`src/rtl/cmdword_pkg.sv`:
```
package cmdword_pkg;
    localparam int unsigned CW_FRAME_W  = 16;
    localparam int unsigned CW_CMD_W    = 4;
    localparam int unsigned CW_CFG_W    = 8;
    localparam logic [3:0]  CW_CFG_CODE = 4'h1;
endpackage

```
`src/rtl/cw_sync.sv`:
```
module cw_sync #(
    parameter int unsigned WIDTH   = 3,
    parameter int unsigned STAGES  = 2,
    parameter logic [WIDTH-1:0] RST_VAL = '0
) (
    input  logic             clk,
    input  logic             rst_n,
    input  logic [WIDTH-1:0] async_i,
    output logic [WIDTH-1:0] sync_o
);
    logic [WIDTH-1:0] stage_q [STAGES];

    genvar s;
    generate
        for (s = 0; s < STAGES; s++) begin : g_stage
            if (s == 0) begin : g_first
                always_ff @(posedge clk or negedge rst_n) begin
                    if (!rst_n) stage_q[0] <= RST_VAL;
                    else        stage_q[0] <= async_i;
                end
            end else begin : g_next
                always_ff @(posedge clk or negedge rst_n) begin
                    if (!rst_n) stage_q[s] <= RST_VAL;
                    else        stage_q[s] <= stage_q[s-1];
                end
            end
        end
    endgenerate

    assign sync_o = stage_q[STAGES-1];
endmodule

```
`src/rtl/cw_shifter.sv`:
```
module cw_shifter #(
    parameter int unsigned FRAME_W = 16
) (
    input  logic               clk,
    input  logic               rst_n,
    input  logic               sck_s,
    input  logic               mosi_s,
    input  logic               cs_n_s,
    output logic               done_o,
    output logic [FRAME_W-1:0] word_o
);
    localparam int unsigned CNT_W = $clog2(FRAME_W + 1);

    typedef struct packed {
        logic               sck_prev;
        logic [CNT_W-1:0]   count;
        logic [FRAME_W-1:0] shreg;
    } shift_state_t;

    shift_state_t st_d, st_q;
    logic         rise;

    always_comb begin
        st_d          = st_q;
        st_d.sck_prev = sck_s;
        rise          = sck_s && !st_q.sck_prev && !cs_n_s;
        done_o        = 1'b0;
        word_o        = {st_q.shreg[FRAME_W-2:0], mosi_s};
        if (cs_n_s) begin
            st_d.count = '0;
        end else if (rise && (st_q.count < CNT_W'(FRAME_W))) begin
            st_d.shreg = {st_q.shreg[FRAME_W-2:0], mosi_s};
            st_d.count = st_q.count + 1'b1;
            done_o     = (st_q.count == CNT_W'(FRAME_W - 1));
        end
    end

    always_ff @(posedge clk or negedge rst_n) begin
        if (!rst_n) st_q <= '0;
        else        st_q <= st_d;
    end

    assert_count_bound_R6: assert property (@(posedge clk) disable iff (!rst_n)
        st_q.count <= CNT_W'(FRAME_W));

    assert_idle_no_done_R7: assert property (@(posedge clk) disable iff (!rst_n)
        cs_n_s |-> !done_o);

    assert_count_clear_R5: assert property (@(posedge clk) disable iff (!rst_n)
        cs_n_s |=> (st_q.count == '0));
endmodule

```
`src/rtl/cmdword_rx.sv`:
```
module cmdword_rx
    import cmdword_pkg::*;
#(
    parameter int unsigned FRAME_W     = CW_FRAME_W,
    parameter int unsigned CMD_W       = CW_CMD_W,
    parameter int unsigned CFG_W       = CW_CFG_W,
    parameter logic [CMD_W-1:0] CFG_CODE = CW_CFG_CODE,
    parameter int unsigned SYNC_STAGES = 2
) (
    input  logic                       clk,
    input  logic                       rst_n,
    input  logic                       spi_sck,
    input  logic                       spi_mosi,
    input  logic                       spi_cs_n,
    output logic [CMD_W-1:0]           cmd_o,
    output logic [FRAME_W-CMD_W-1:0]   data_o,
    output logic                       valid_o,
    output logic [CFG_W-1:0]           mode_o
);
    localparam int unsigned DATA_W = FRAME_W - CMD_W;

    typedef struct packed {
        logic [CMD_W-1:0]  cmd;
        logic [DATA_W-1:0] data;
        logic              valid;
        logic [CFG_W-1:0]  mode;
    } rx_state_t;

    rx_state_t          st_d, st_q;
    logic [2:0]         pins_s;
    logic               done;
    logic [FRAME_W-1:0] word;

    cw_sync #(
        .WIDTH   (3),
        .STAGES  (SYNC_STAGES),
        .RST_VAL (3'b100)
    ) u_sync (
        .clk     (clk),
        .rst_n   (rst_n),
        .async_i ({spi_cs_n, spi_mosi, spi_sck}),
        .sync_o  (pins_s)
    );

    cw_shifter #(
        .FRAME_W (FRAME_W)
    ) u_shift (
        .clk     (clk),
        .rst_n   (rst_n),
        .sck_s   (pins_s[0]),
        .mosi_s  (pins_s[1]),
        .cs_n_s  (pins_s[2]),
        .done_o  (done),
        .word_o  (word)
    );

    always_comb begin
        st_d       = st_q;
        st_d.valid = done;
        if (done) begin
            st_d.cmd  = word[FRAME_W-1 -: CMD_W];
            st_d.data = word[DATA_W-1:0];
            if (word[FRAME_W-1 -: CMD_W] == CFG_CODE) begin
                st_d.mode = word[CFG_W-1:0];
            end
        end
    end

    always_ff @(posedge clk or negedge rst_n) begin
        if (!rst_n) st_q <= '0;
        else        st_q <= st_d;
    end

    assign cmd_o   = st_q.cmd;
    assign data_o  = st_q.data;
    assign valid_o = st_q.valid;
    assign mode_o  = st_q.mode;

    assert_single_strobe_R4: assert property (@(posedge clk) disable iff (!rst_n)
        valid_o |=> !valid_o);

    assert_mode_load_R8: assert property (@(posedge clk) disable iff (!rst_n)
        (valid_o && cmd_o == CFG_CODE) |-> (mode_o == data_o[CFG_W-1:0]));

    assert_mode_only_cfg_R9: assert property (@(posedge clk) disable iff (!rst_n)
        !$stable(mode_o) |-> (valid_o && cmd_o == CFG_CODE));

    assert_fields_hold_R11: assert property (@(posedge clk) disable iff (!rst_n)
        !valid_o |-> ($stable(data_o) && $stable(cmd_o)));
endmodule

```
`config.mk`:
```
export PLATFORM = sky130hd
export DESIGN_NAME = cmdword_rx
export DESIGN_NICKNAME = d
export VERILOG_FILES = /design/src/rtl/cmdword_pkg.sv /design/src/rtl/cw_sync.sv /design/src/rtl/cw_shifter.sv /design/src/rtl/cmdword_rx.sv
export SDC_FILE = /design/constraint.sdc
export NUM_CORES = 1
export LEC_CHECK = 0
export BUFFER_PORTS_ARGS = -buffer_cell sky130_fd_sc_hd__buf_2
export CAP_MARGIN = 25
export CORE_MARGIN = 2
export CORE_UTILIZATION = 55
export CTS_CLUSTER_DIAMETER = 50
export DETAILED_ROUTE_END_ITERATION = 8
export PLACE_DENSITY = 0.89
export SYNTH_ARGS = -nofsm -noshare
export SYNTH_HDL_FRONTEND = slang
export SYNTH_SLANG_ARGS = --single-unit
```
`constraint.sdc`:
```
create_clock -name clk -period 2.47 [get_ports clk]
set_input_delay 0.1235 -clock clk [delete_from_list [all_inputs] [get_ports clk]]
set_output_delay 0.1235 -clock clk [all_outputs]
set_load 0.02 [all_outputs]
```
---- After elaboration in Yosys (flattened, before gate mapping) ----
Index checks and enable logic that the tools add are counted.
storage, ports and cells
  register bits after elaboration ......... 53
  bits in latches ......................... 0
  bits in writable memories ............... 0
  memory bits (read-only) ................. 0
  bits of input ports ..................... 5
  output and inout port bits .............. 25
  word-level logic and storage cells ...... 26
  memories ................................ 0
cells by class
  $add $sub $neg .......................... 1
  $mul .................................... 0
  div/mod/pow operators ................... 0
  $lt $le $gt $ge ......................... 1
  equal/unequal tests ..................... 2
  shift-type cells ........................ 0
  multiplexer cells ....................... 4
  bitwise logic cells ..................... 1
  reductions and logical operators ........ 8
operator list
  operator                                              number
  two-way mux 21 bit                                    1
  adder 5 x 1 -> 5 bit (second input constant)          1
  equality test 5 x 4 -> 1 bit (second input constant)  1
  < comparator 5 bit (second input constant)            1
  two-way mux 5 bit                                     1
  equality test 4 x 1 -> 1 bit (second input constant)  1
  AND reduction 2 bit                                   2
  logical AND 1 bit                                     3
  logical NOT 1 bit                                     2
  two-way mux 1 bit                                     2
  nonzero test 2 bit                                    1
  inverter 1 bit                                        1

---- Logic depth before layout (Yosys ltp) ----
Gate-level depths: netlist of the first run.
  depth after elaboration ................. 7
  gate-level depth with buffers ........... 6
  gate-level depth less buffers ........... 5

---- By module ----
A second synthesis of the first run with hierarchy kept.
unflattened totals
  cell total of the unflattened synthesis .. 136
  area, all modules ....................... 2097.0 um^2
modules (own cells, without submodules)
  module      instances  cells an instance  area each (um^2)  sequential area each (um^2)
  cw_shifter  1          73                 979.7             525.5
  cmdword_rx  1          54                 942.2             625.6
  cw_sync     1          9                  175.2             152.6

---- Worst setup path before layout of the first run ----
OpenSTA, ideal clock, no wires.
  kind .................................... register to register
  start ................................... register u_shift.st_q[21] in the netlist's numbering
  end ..................................... register u_shift.st_q, in the netlist u_shift.word_o[15]
  library setup time ...................... 125 ps
  arrival time ............................ 1574 ps
  data required time ...................... 2345 ps
  slack ................................... 771 ps
  stages on the path, launching flop included .. 4
  path buffers ............................ 1
  period minus slack after synthesis ...... 1699 ps
  cell sequence ........................... dfrtp_1 -> nor4b_4 -> buf_2 -> mux2_2
between the ends
  cells in the longest elaborated chain, start to end .. 5
RTL lines
  item                                  line              RTL
  start, declared                       cw_shifter.sv:20  shift_state_t st_d, st_q;
  start signal, assigned                cw_shifter.sv:40  else st_q <= st_d;
  logical NOT 1 bit                     cw_shifter.sv:26  rise = sck_s && !st_q.sck_prev && !cs_n_s;
  logical AND 1 bit (2 in series)       cw_shifter.sv:26
  logical AND 1 bit                     cw_shifter.sv:31  end else if (rise && (st_q.count < CNT_W'(FRAME_W))) begin
  AND reduction 2 bit (no source line)  --
Every way passes these cells.
A chain may end at the register's enable or synchronous reset.

---- Worst setup path after layout of the first run ----
  start ................................... register u_shift.st_q[21] in the netlist's numbering
  end ..................................... register st_q, in the netlist mode_o[7]
between the ends
  cells in the longest elaborated chain, start to end .. 7
RTL lines
  item                                  line              RTL
  logical NOT 1 bit                     cw_shifter.sv:26
  logical AND 1 bit (2 in series)       cw_shifter.sv:26
  logical AND 1 bit                     cw_shifter.sv:31
  two-way mux 1 bit                     cw_shifter.sv:31
  two-way mux 1 bit                     cw_shifter.sv:29  if (cs_n_s) begin
  AND reduction 2 bit (no source line)  --
  end signal, assigned                  cmdword_rx.sv:71  else st_q <= st_d;
  end, declared                         cmdword_rx.sv:29  rx_state_t st_d, st_q;
Every way passes these cells.

==> metrics.md, run 1 <==
| Metric | Value |
|---|---|
| Worst EP arrival | `2170 ps` |
| Max transition margin | `0.567` |
| # setup viols final | `0` |
| Synth Area per Inst | `roughly 17 µm²` |
| Initial antenna violation count | `0` |
| Max Transition Viols Final | `0` |
| Antenna cells | `0` |
| Via Count | `approximately 1,100` |
| Hold slack | `217 ps` |
| Die width | `between 60 and 70 µm` |
| Core Region | `approximately 0.0034 mm²` |
| Post-synthesis sequential area ratio | `0.669` |
| Buffers on Ports | `29` |
| Sw Pwr | `367 µW` |
| Placed Cells | `about 190` |
| Mapped Cells | `approximately 120` |
| Post-Syn Area | `roughly 0.0019 mm²` |
| MaxCap Viol Count | `0` |
| First-pass GRT wire length | `approximately 5.4 mm` |
| Initial Utilization | `0.579` |
| Number of global-route vias before repair | `approximately 1,200` |
| Clock Power Share | `0.264` |
| Least-Margin Pin Slew | `approximately 650 ps` |
| Ys Warns | `0` |
| Clock Path Buffers | `2` |
| Clock Skew | `about 22 ps` |
| Grt total ovfl | `0` |
| Peak VDD IR | `between 0.6 and 0.7 mV` |
| Final net count | `approximately 170` |
| Final Cycle Share | `0.772` |
| Fmax | `approximately 520 MHz` |
| Power, Total | `1.50 mW` |
| Comb power frac | `0.074` |
| IO Count | `30` |
| Endpoint kind of the worst setup timing path | `flip-flop` |
| Largest net degree at the start of global routing | `52` |
| Via density | `roughly 5.3` |
| Clk Latency, worst-skew pair | `approximately 370 ps` |
| Setup TNS | `0 ps` |
| TritonCTS clock tree | `done` |
| Outcome | `completed` |
| Avg WL per Cell | `around 15 µm` |
| Clk root buf | `clkbuf_4` |
| Die H | `about 64 µm` |
| Synth unique cells | `23` |
| Clock sinks | `52` |
| Gpl congestion | `just under 0.8` |
| Maximum net fanout on the critical path | `9` |
| Cts bufs inserted | `5` |
| Util after Layout | `0.676` |
| Hold Fails Final Rpt | `0` |
| Hold Crit Class | `in -> async` |
| Pint | `~1.1 mW` |
| Layout cell share with drive strength beyond 1 | `0.531` |
| Flop pwr share | `0.662` |
| Post-CTS Resized | `0` |
| Final wirelength | `3.14 mm` |
| Min cycle time layout | `approximately 1900 ps` |
| Net Sw Frac | `0.245` |
| Fin cells | `around 210` |
| Clock Pin Slew Worst Setup and Hold Paths | `around 140 ps` |
| Drc violations | `0` |
| Detail Placement HPWL | `2.19 mm` |
| Crit start category | `flip-flop` |
| WP data required | `approximately 2700 ps` |
| Area Growth Syn to Fin | `16.8%` |
| Yosys reg bits | `52` |
| First-pass DRT Iterations | `4` |
| DRT iter0 DRCs | `25` |
| RSZ-0062 raised after global routing | `false` |
| Global Route Usage Sum | `0.175` |
| # rows | `21` |
| H-Tree Level Count | `2` |
| Setup CP Type | `reg -> reg` |
| PwrDens | `roughly 660 mW/mm²` |
| ANT nets after route | `0` |
| Post-synth net total | `125` |
| Leakage | `between 1 and 1.5 nW` |
| DIE AREA | `between 0.004 and 0.005 mm²` |
power groups by stage:
stage	combinational [mW]	clock [mW]	sequential [mW]
after CTS	0.110	0.404	0.992
after floorplan	0.0723	0	0.980
after global routing	0.121	0.447	1.00
final	0.111	0.395	0.992
after global placement	0.0966	0	1.00
after detailed placement	0.104	0	1.01
routing by layer:
metal  share of wire  vias to the layer above  global-route usage  wire [µm]
li1                -                      501                   -          -
met1            0.44                      560               0.214       1370
met2            0.52                       23               0.304       1620
met3           0.034                        4              0.0375        106
met4           0.011                        0              0.0652         33
met5               0                        -                   0          0
cells by family after synthesis:
kind of cell | after synthesis | share of synthesized area
and+or+nand+nor | 15 | 0.0610
DFF | 52 | 0.669
buffers and inverters | 4 | 0.0122
AOI/OAI and AO/OA | 4 | 0.0103
xor gates and xnor gates | 2 | 0.00899
muxes | 39 | 0.225
adders and majority gates | 2 | 0.0128
synth_stat cells:
library cell / instances / area, µm²
a21oi_1: 2 / 10.0
xnor2_1: 2 / 17.5
nand2_4: 1 / 11.3
or3_1: 1 / 6.26
nor2_1: 2 / 7.51
nand2_1: 2 / 7.51
nor3b_1: 1 / 7.51
or3b_2: 1 / 8.76
inv_1: 2 / 7.51
nor4b_1: 1 / 8.76
buf_2: 1 / 5.00
nor2b_1: 1 / 6.26
nand3_1: 1 / 5.00
buf_6: 1 / 11.3
and3_1: 1 / 6.26
dfrtp_1: 50 / 1250
nand3_2: 1 / 10.0
dfstp_2: 2 / 52.6
o21ai_0: 2 / 10.0
mux2_2: 39 / 439
ha_1: 2 / 25.0
nor4bb_1: 1 / 10.0
nor4b_4: 1 / 23.8
layout make-up:
class	instances	area, µm²
inverter	2	7.51
clock buffer	6	51.3
fill	256	1090
multi-input combinational	62	621
timing repair buffer	36	220
clock inverter	2	13.8
sequential	52	1300
tap	46	57.6
flip-flops by register name, summed over array words and instances, names as in the netlist:
register and count:
u_shift.word_o 15, data_o 12, u_sync.stage_q 3, u_sync.sync_o 3
mode_o 8, cmd_o 4, valid_o 1, u_shift.st_q 6
layout by cell type, fill, tap and decap left out, drive strengths merged, types with 3 or more instances in the layout:
cell / Yosys / final
dfrtp: 50 / 50
mux2: 39 / 39
buf: 2 / 32
clkbuf: 0 / 6
dlygate4sd3: 0 / 4
inv: 2 / 3
nand2: 3 / 3
worst paths after layout:
kind / start / to / slack [ps] / cells past startpoint
worst min-delay path: rst_n / u_shift.word_o[1] / 220 / 2
max in group asynchronous: rst_n / u_shift.word_o[13] / 1750 / 3
min in group clk: u_sync.stage_q[4] / u_sync.sync_o[1] / 370 / 0
worst min register to register: u_sync.stage_q[4] / u_sync.sync_o[1] / 370 / 0
worst max register to register: u_shift.st_q[21] / mode_o[7] / 560 / 3
worst max-delay path: u_shift.st_q[21] / mode_o[7] / 560 / 3
repair_timing:
action / in CTS / in global routing
buffers inserted: 0 / 0
hold endpoints to repair: 44 / 0
hold buffers: 4 / 0
worst max-delay path, stage by stage (launching register included):
cell and delay (ps):
dfrtp_1 460, nor4b_4 640, nand3_2 360, mux2_2 360
through the flow:
| step | worst slack (ps) | cell area (µm²) |
|---|---|---|
| 6_report | 563 | 2270 |
| 5_1_grt | 454 | 2270 |
| 4_1_cts | 539 | 2250 |
| 3_5_place_dp | 545 | 2150 |
| 3_3_place_gp | 638 | 2150 |
| 2_1_floorplan | 771 | 1950 |
(Power assumes the default switching activity.)
==> run 2: changes to the inputs <==
- CORE_UTILIZATION: 55 -> 49
- PLACE_DENSITY: 0.89 -> 0.84
- clock period: 2.47 -> 1.61 ns (I/O delays scaled with it)
==> run 2 against run 1 <==
Sequential cell count stayed put. Clock skew is 11 ps lower. Via count is 2.6% higher. Clock power is 120% higher.
==> metrics.md, run 2 (synthesis results as in run 1) <==
| Metric | Value |
|---|---|
| DRT iter0 DRCs | `30` |
| Final setup margin | `~1.5 ps` |
| WP data required | `1800 ps` |
| Layout cell share with drive strength beyond 1 | `0.571` |
| Fmax | `approximately 620 MHz` |
| Largest net degree at the start of global routing | `53` |
| Leakage | `~1.3 nW` |
| Placed Cells | `198` |
| Setup TNS | `0 ps` |
| Gpl congestion | `approximately 0.74` |
| ANT nets after route | `0` |
| Top Family by Delay on Critical Path | `adder cells` |
| Least-Margin Pin Slew | `about 630 ps` |
| Max transition margin | `0.583` |
| Clk root buf | `clkbuf_8` |
| Initial antenna violation count | `0` |
| First-pass DRT Iterations | `2` |
| RSZ-0062 raised after global routing | `true` |
| Core Region | `0.00374 mm²` |
| Die H | `around 67 µm` |
| Clock Skew | `about 12 ps` |
| Hold Crit Class | `reg -> reg` |
| CP max stage cell | `dfrtp_1` |
| Cts bufs inserted | `5` |
| Power, Total | `between 2 and 3 mW` |
| Peak VDD IR | `0.796 mV` |
| Final net count | `between 150 and 200` |
| Max Transition Viols Final | `0` |
| Avg WL per Cell | `~16 µm` |
| Hold Fails Final Rpt | `0` |
| Via Count | `around 1,100` |
| CP Buf/Inv Count | `0` |
| Clock Pin Slew Worst Setup and Hold Paths | `approximately 80 ps` |
| H-Tree Level Count | `2` |
| Critical Path, Cell by Cell | `ha_2, and3_1, ha_4, nand2_4, mux2_2` |
| Crit start category | `flip-flop` |
| TritonCTS clock tree | `done` |
| Max reg flops | `15` |
| IO Count | `30` |
| Clk Latency, worst-skew pair | `a little over 300 ps` |
| Via density | `~5.2` |
| Final Cycle Share | `0.999` |
| Antenna cells | `0` |
| # setup viols final | `0` |
| Number of global-route vias before repair | `1,206` |
| Initial Utilization | `0.520` |
| Drc violations | `0` |
| Final wirelength | `3.49 mm` |
| Detail Placement HPWL | `between 2 and 2.5 mm` |
| Placed Area | `approximately 0.0022 mm²` |
| Dpl ws | `-65.9 ps` |
| First-pass GRT wire length | `just under 6 mm` |
| Setup CP Type | `reg -> reg` |
| Die width | `around 67 µm` |
| Area Growth Syn to Fin | `23.7%` |
| Fin cells | `about 220` |
| # rows | `22` |
| Hold slack | `between 300 and 400 ps` |
| Clock Path Buffers | `2` |
| Post-route cell area | `approximately 0.0024 mm²` |
| Clock sinks | `between 50 and 60` |
| Endpoint kind of the worst setup timing path | `flip-flop` |
| Grt total ovfl | `0` |
| Commonest non-fill, non-tap cell in the layout | `dfrtp_1` |
| Min cycle time layout | `around 1600 ps` |
| Outcome | `completed` |
| Worst EP arrival | `roughly 1800 ps` |
| DIE AREA | `0.00450 mm²` |
| Maximum net fanout on the critical path | `8` |
| Buffers on Ports | `29` |
| Global Route Usage Sum | `0.183` |
| PwrDens | `roughly 1100 mW/mm²` |
| Largest stage delay, worst path | `410 ps` |
| MaxCap Viol Count | `0` |
| Most frequent cells in the layout | `dfrtp_1 (48), mux2_2 (39), buf_2 (29)` |
| Util after Layout | `0.644` |
-- run 2: path summary, 6_finish.rpt --
check / start / end / slack (ps) / depth (start not counted)
max: u_shift.st_q[17] / data_o[6] / 2 / 5
max in group asynchronous: rst_n / u_shift.st_q[21] / 750 / 3
min: u_sync.stage_q[3] / u_sync.sync_o[0] / 350 / 0
min in group asynchronous: rst_n / u_shift.word_o[4] / 410 / 3
min reg2reg: u_sync.stage_q[3] / u_sync.sync_o[0] / 350 / 0
max reg2reg: u_shift.st_q[17] / data_o[6] / 2 / 5
-- run 2: report_power, final --
part	internal [mW]	switching, mW	total (mW)
Sequential	1.41	0.100	1.52
Combinational	0.111	0.0733	0.185
Clock	0.465	0.395	0.860
-- run 2: what timing repair did --
action,CTS,global route
pin swaps,3,2
hold endpoints to repair,53,0
hold buffers,4,0
gates cloned,1,0
buffers inserted,3,2
setup endpoints to repair,35,38
resized for setup,3,3
-- run 2: area by class of cell --
cell class                      count  area (µm²)
Clock inverter                      1        30.0
Fill cell                         291        1330
Multi-Input combinational cell     63         669
Timing Repair Buffer               43         260
Tap cell                           48        60.1
Sequential cell                    52        1310
Clock buffer                        7        76.3
Inverter                            2        7.51
-- run 2: per-layer routing --
metal / track usage / part of all wire / wire, µm / vias to the layer above
met1: 0.219 / 0.42 / 1470 / 563
met5: 0 / 0 / 0 / -
met3: 0.0676 / 0.052 / 182 / 12
met2: 0.291 / 0.50 / 1740 / 28
li1: - / - / - / 513
met4: 0.0867 / 0.029 / 101 / 0
==> run 3: changes to the inputs <==
- ABC_AREA: unset -> 1
- CORE_UTILIZATION: 49 -> 40
- PLACE_DENSITY: 0.84 -> 0.72
==> run 3 against run 2 <==
Global-route usage shrank 3.7 points. Largest power group unchanged. Die area is 28% higher. Clock skew fell by 3.2 ps. Largest cell class unchanged. Critical path depth grew 3. Maximum frequency grew 3.7%. Sequential power fell by 7%. Design area grew 6.5%. Combinational power down 31%. Power down 3.9%. Synthesized area is 6.2% higher. Critical path type unchanged. Hold slack got worse by 81 ps.
==> metrics.md, run 3 <==
| Metric | Value |
|---|---|
| Outcome | `completed` |
| # fillers | `roughly 460` |
| Most common cell in the netlist | `nand2_1` |
| Clock sinks | `52` |
| Max Transition Viols Final | `0` |
| Fmax | `around 640 MHz` |
| Number of flops mapped to enable cells by yosys | `0` |
| Drc violations | `0` |
| First-pass GRT wire length | `~6.8 mm` |
| Clock Path Buffers | `2` |
| Hold Fails Final Rpt | `0` |
| H-Tree Level Count | `2` |
| Grt total ovfl | `0` |
| Largest net degree at the start of global routing | `53` |
| Top post-synthesis cells by count | `nand2_1 (81), dfrtp_1 (50), inv_1 (17)` |
| Worst EP arrival | `between 1500 and 2000 ps` |
| RSZ-0062 raised after global routing | `true` |
| ANT nets after route | `0` |
| Global Route Usage Sum | `0.146` |
| Via density | `4.51` |
| TritonCTS clock tree | `done` |
| Yosys reg bits | `52` |
| Synth Area per Inst | `9.85 µm²` |
| PwrDens | `958 mW/mm²` |
| Detail Placement HPWL | `roughly 2.5 mm` |
| Post-synthesis sequential area ratio | `0.630` |
| Commonest non-fill, non-tap cell in the layout | `nand2_1` |
| First-pass DRT Iterations | `4` |
| Crit start category | `flip-flop` |
| Max reg flops | `15` |
| Most frequent cells in the layout | `nand2_1 (80), dfrtp_1 (50), buf_2 (29)` |
| Hold Crit Class | `in -> async` |
| Ranking of synthesized cells by area | `dfrtp_1 (60%), nand2_1 (15%), nand2_2 (3.3%)` |
| Initial antenna violation count | `0` |
| Die H | `about 76 µm` |
| CP Buf/Inv Count | `1` |
| Ys Warns | `0` |
| Placed Area | `0.00231 mm²` |
| Buffers on Ports | `29` |
| Clock Pin Slew Worst Setup and Hold Paths | `90 ps` |
| Ys async rst share | `1.00` |
| Power, Total | `around 2.5 mW` |
| Least-Margin Pin Slew | `273 ps` |
| Placed Cells | `308` |
| Ys flop type | `dfrtp_1` |
| Die width | `approximately 76 µm` |
| IO Count | `30` |
| Post-synth top area share | `0.605` |
| CP max stage cell | `dfrtp_1` |
| Mapped Cells | `210` |
| # rows | `26` |
| Area of the multi-input gates | `683 µm²` |
| Dominant cell type by area after synthesis | `dfrtp_1` |
| Final Cycle Share | `0.963` |
| Dpl ws | `between 30 and 40 ps` |
| Leakage | `around 1.3 nW` |
| MaxCap Viol Count | `0` |
| Synth unique cells | `18` |
| DRT iter0 DRCs | `about 120` |
| Largest stage delay, worst path | `around 370 ps` |
| Via Count | `about 1,500` |
| # setup viols final | `0` |
| FF/Latch Area | `roughly 0.0013 mm²` |
| Top Family by Delay on Critical Path | `simple AND/OR/NAND/NOR gates` |
| Final wirelength | `3.87 mm` |
| Post-Syn Area | `between 0.002 and 0.0025 mm²` |
| Max transition margin | `0.818` |
| Antenna cells | `0` |
| Final net count | `~260` |
| Peak VDD IR | `around 0.6 mV` |
| Layout cell share with drive strength beyond 1 | `0.291` |
| Core Region | `approximately 0.0050 mm²` |
| Fin cells | `approximately 330` |
| Setup CP Type | `reg -> reg` |
| Post-route cell area | `0.00257 mm²` |
| Post-synth net total | `around 220` |
| Initial Utilization | `0.410` |
| Gpl congestion | `0.740` |
| Clk root buf | `clkbuf_8` |
| Clk Latency, worst-skew pair | `roughly 310 ps` |
| Number of global-route vias before repair | `approximately 1,500` |
| DIE AREA | `just under 0.006 mm²` |
| Min cycle time layout | `1550 ps` |
| Critical Path, Cell by Cell | `ha_2, nand2_2, nor2_4, ha_4, nand3_4, buf_4, o21bai_1, nand2_1` |
| Endpoint kind of the worst setup timing path | `flip-flop` |
| Area Growth Syn to Fin | `24.1%` |
| WP data required | `1810 ps` |
| Final setup margin | `approximately 59 ps` |
| Avg WL per Cell | `approximately 12 µm` |
| Maximum net fanout on the critical path | `5` |
| Clock Skew | `between 8 and 9 ps` |
| Cts bufs inserted | `5` |
run 3: cell types whose count changed after synthesis, sizes merged, moves of 2 or more:
cell    previous run  this run
nor4b              2         0
nand2              3        92
buf                2         7
o21ai              2        15
nand3              2         7
mux2              39         0
o21bai             0         8
inv                2        19
a21oi              2         0
xnor2              2         0
nor2               2         7
run 3: layer usage:
| layer | part of all wire | global-route usage |
|---|---|---|
| met3 | 0.045 | 0.0464 |
| met2 | 0.48 | 0.222 |
| met5 | 0 | 0 |
| met4 | 0.0028 | 0.0345 |
| met1 | 0.47 | 0.207 |
run 3: area by class of cell:
type                    instances  area share
well taps                      70      0.0341
clock buffers                   5      0.0268
repair buffers                 46       0.118
inverters                      19      0.0288
clock inverters                 3      0.0185
flip-flops and latches         52       0.508
multi-input cells             133       0.266
run 3: path summary, 6_finish.rpt:
kind / from / endpoint / slack (ps) / depth (start not counted)
max: u_shift.st_q[17] / mode_o[6] / 60 / 8
max reg2reg: u_shift.st_q[17] / mode_o[6] / 60 / 8
max in group asynchronous: rst_n / u_sync.stage_q[5] / 1040 / 3
min: rst_n / data_o[5] / 270 / 3
min in group clk: u_sync.stage_q[3] / u_sync.sync_o[0] / 360 / 0
min reg2reg: u_sync.stage_q[3] / u_sync.sync_o[0] / 360 / 0
run 3: repair_timing:
item / in CTS / in global routing
gates resized for setup: 0 / 10
hold buffers: 4 / 0
setup endpoints to repair: 0 / 24
hold endpoints to repair: 53 / 0
buffers inserted: 0 / 7
run 3: worst reg2reg max path, cell delays in order (launching register included):
cell      delay (ps)
dfrtp_1          370
ha_2             190
nand2_2           80
nor2_4           130
ha_4             170
nand3_4          130
buf_4            180
o21bai_1         120
nand2_1           70
run 3: logic make-up (layout without fill, tap and decap cells):
| logic type | after synthesis | in the layout | synth area share |
|---|---|---|---|
| AND/OR/NAND/NOR | 106 | 107 | 0.229 |
| flip-flops | 52 | 52 | 0.630 |
| buffers and inverters | 26 | 73 | 0.0605 |
| AO/OA/AOI/OAI | 24 | 24 | 0.0683 |
| adder cells (fa/ha/maj) | 2 | 2 | 0.0121 |
run 3: where the power goes:
part	switching, mW	total [mW]	internal [mW]
logic	0.0789	0.128	0.0495
clock network	0.439	0.907	0.468
registers	0.0555	1.42	1.37
run 3: metrics by stage:
stage          hold WS, ps  utilization  TNS (ps)
2_1_floorplan         -215            -         0
3_3_place_gp          89.3        0.457         0
3_5_place_dp          90.4        0.457         0
4_1_cts                282        0.488         0
5_1_grt                306        0.509      -231
6_report               271        0.509         0
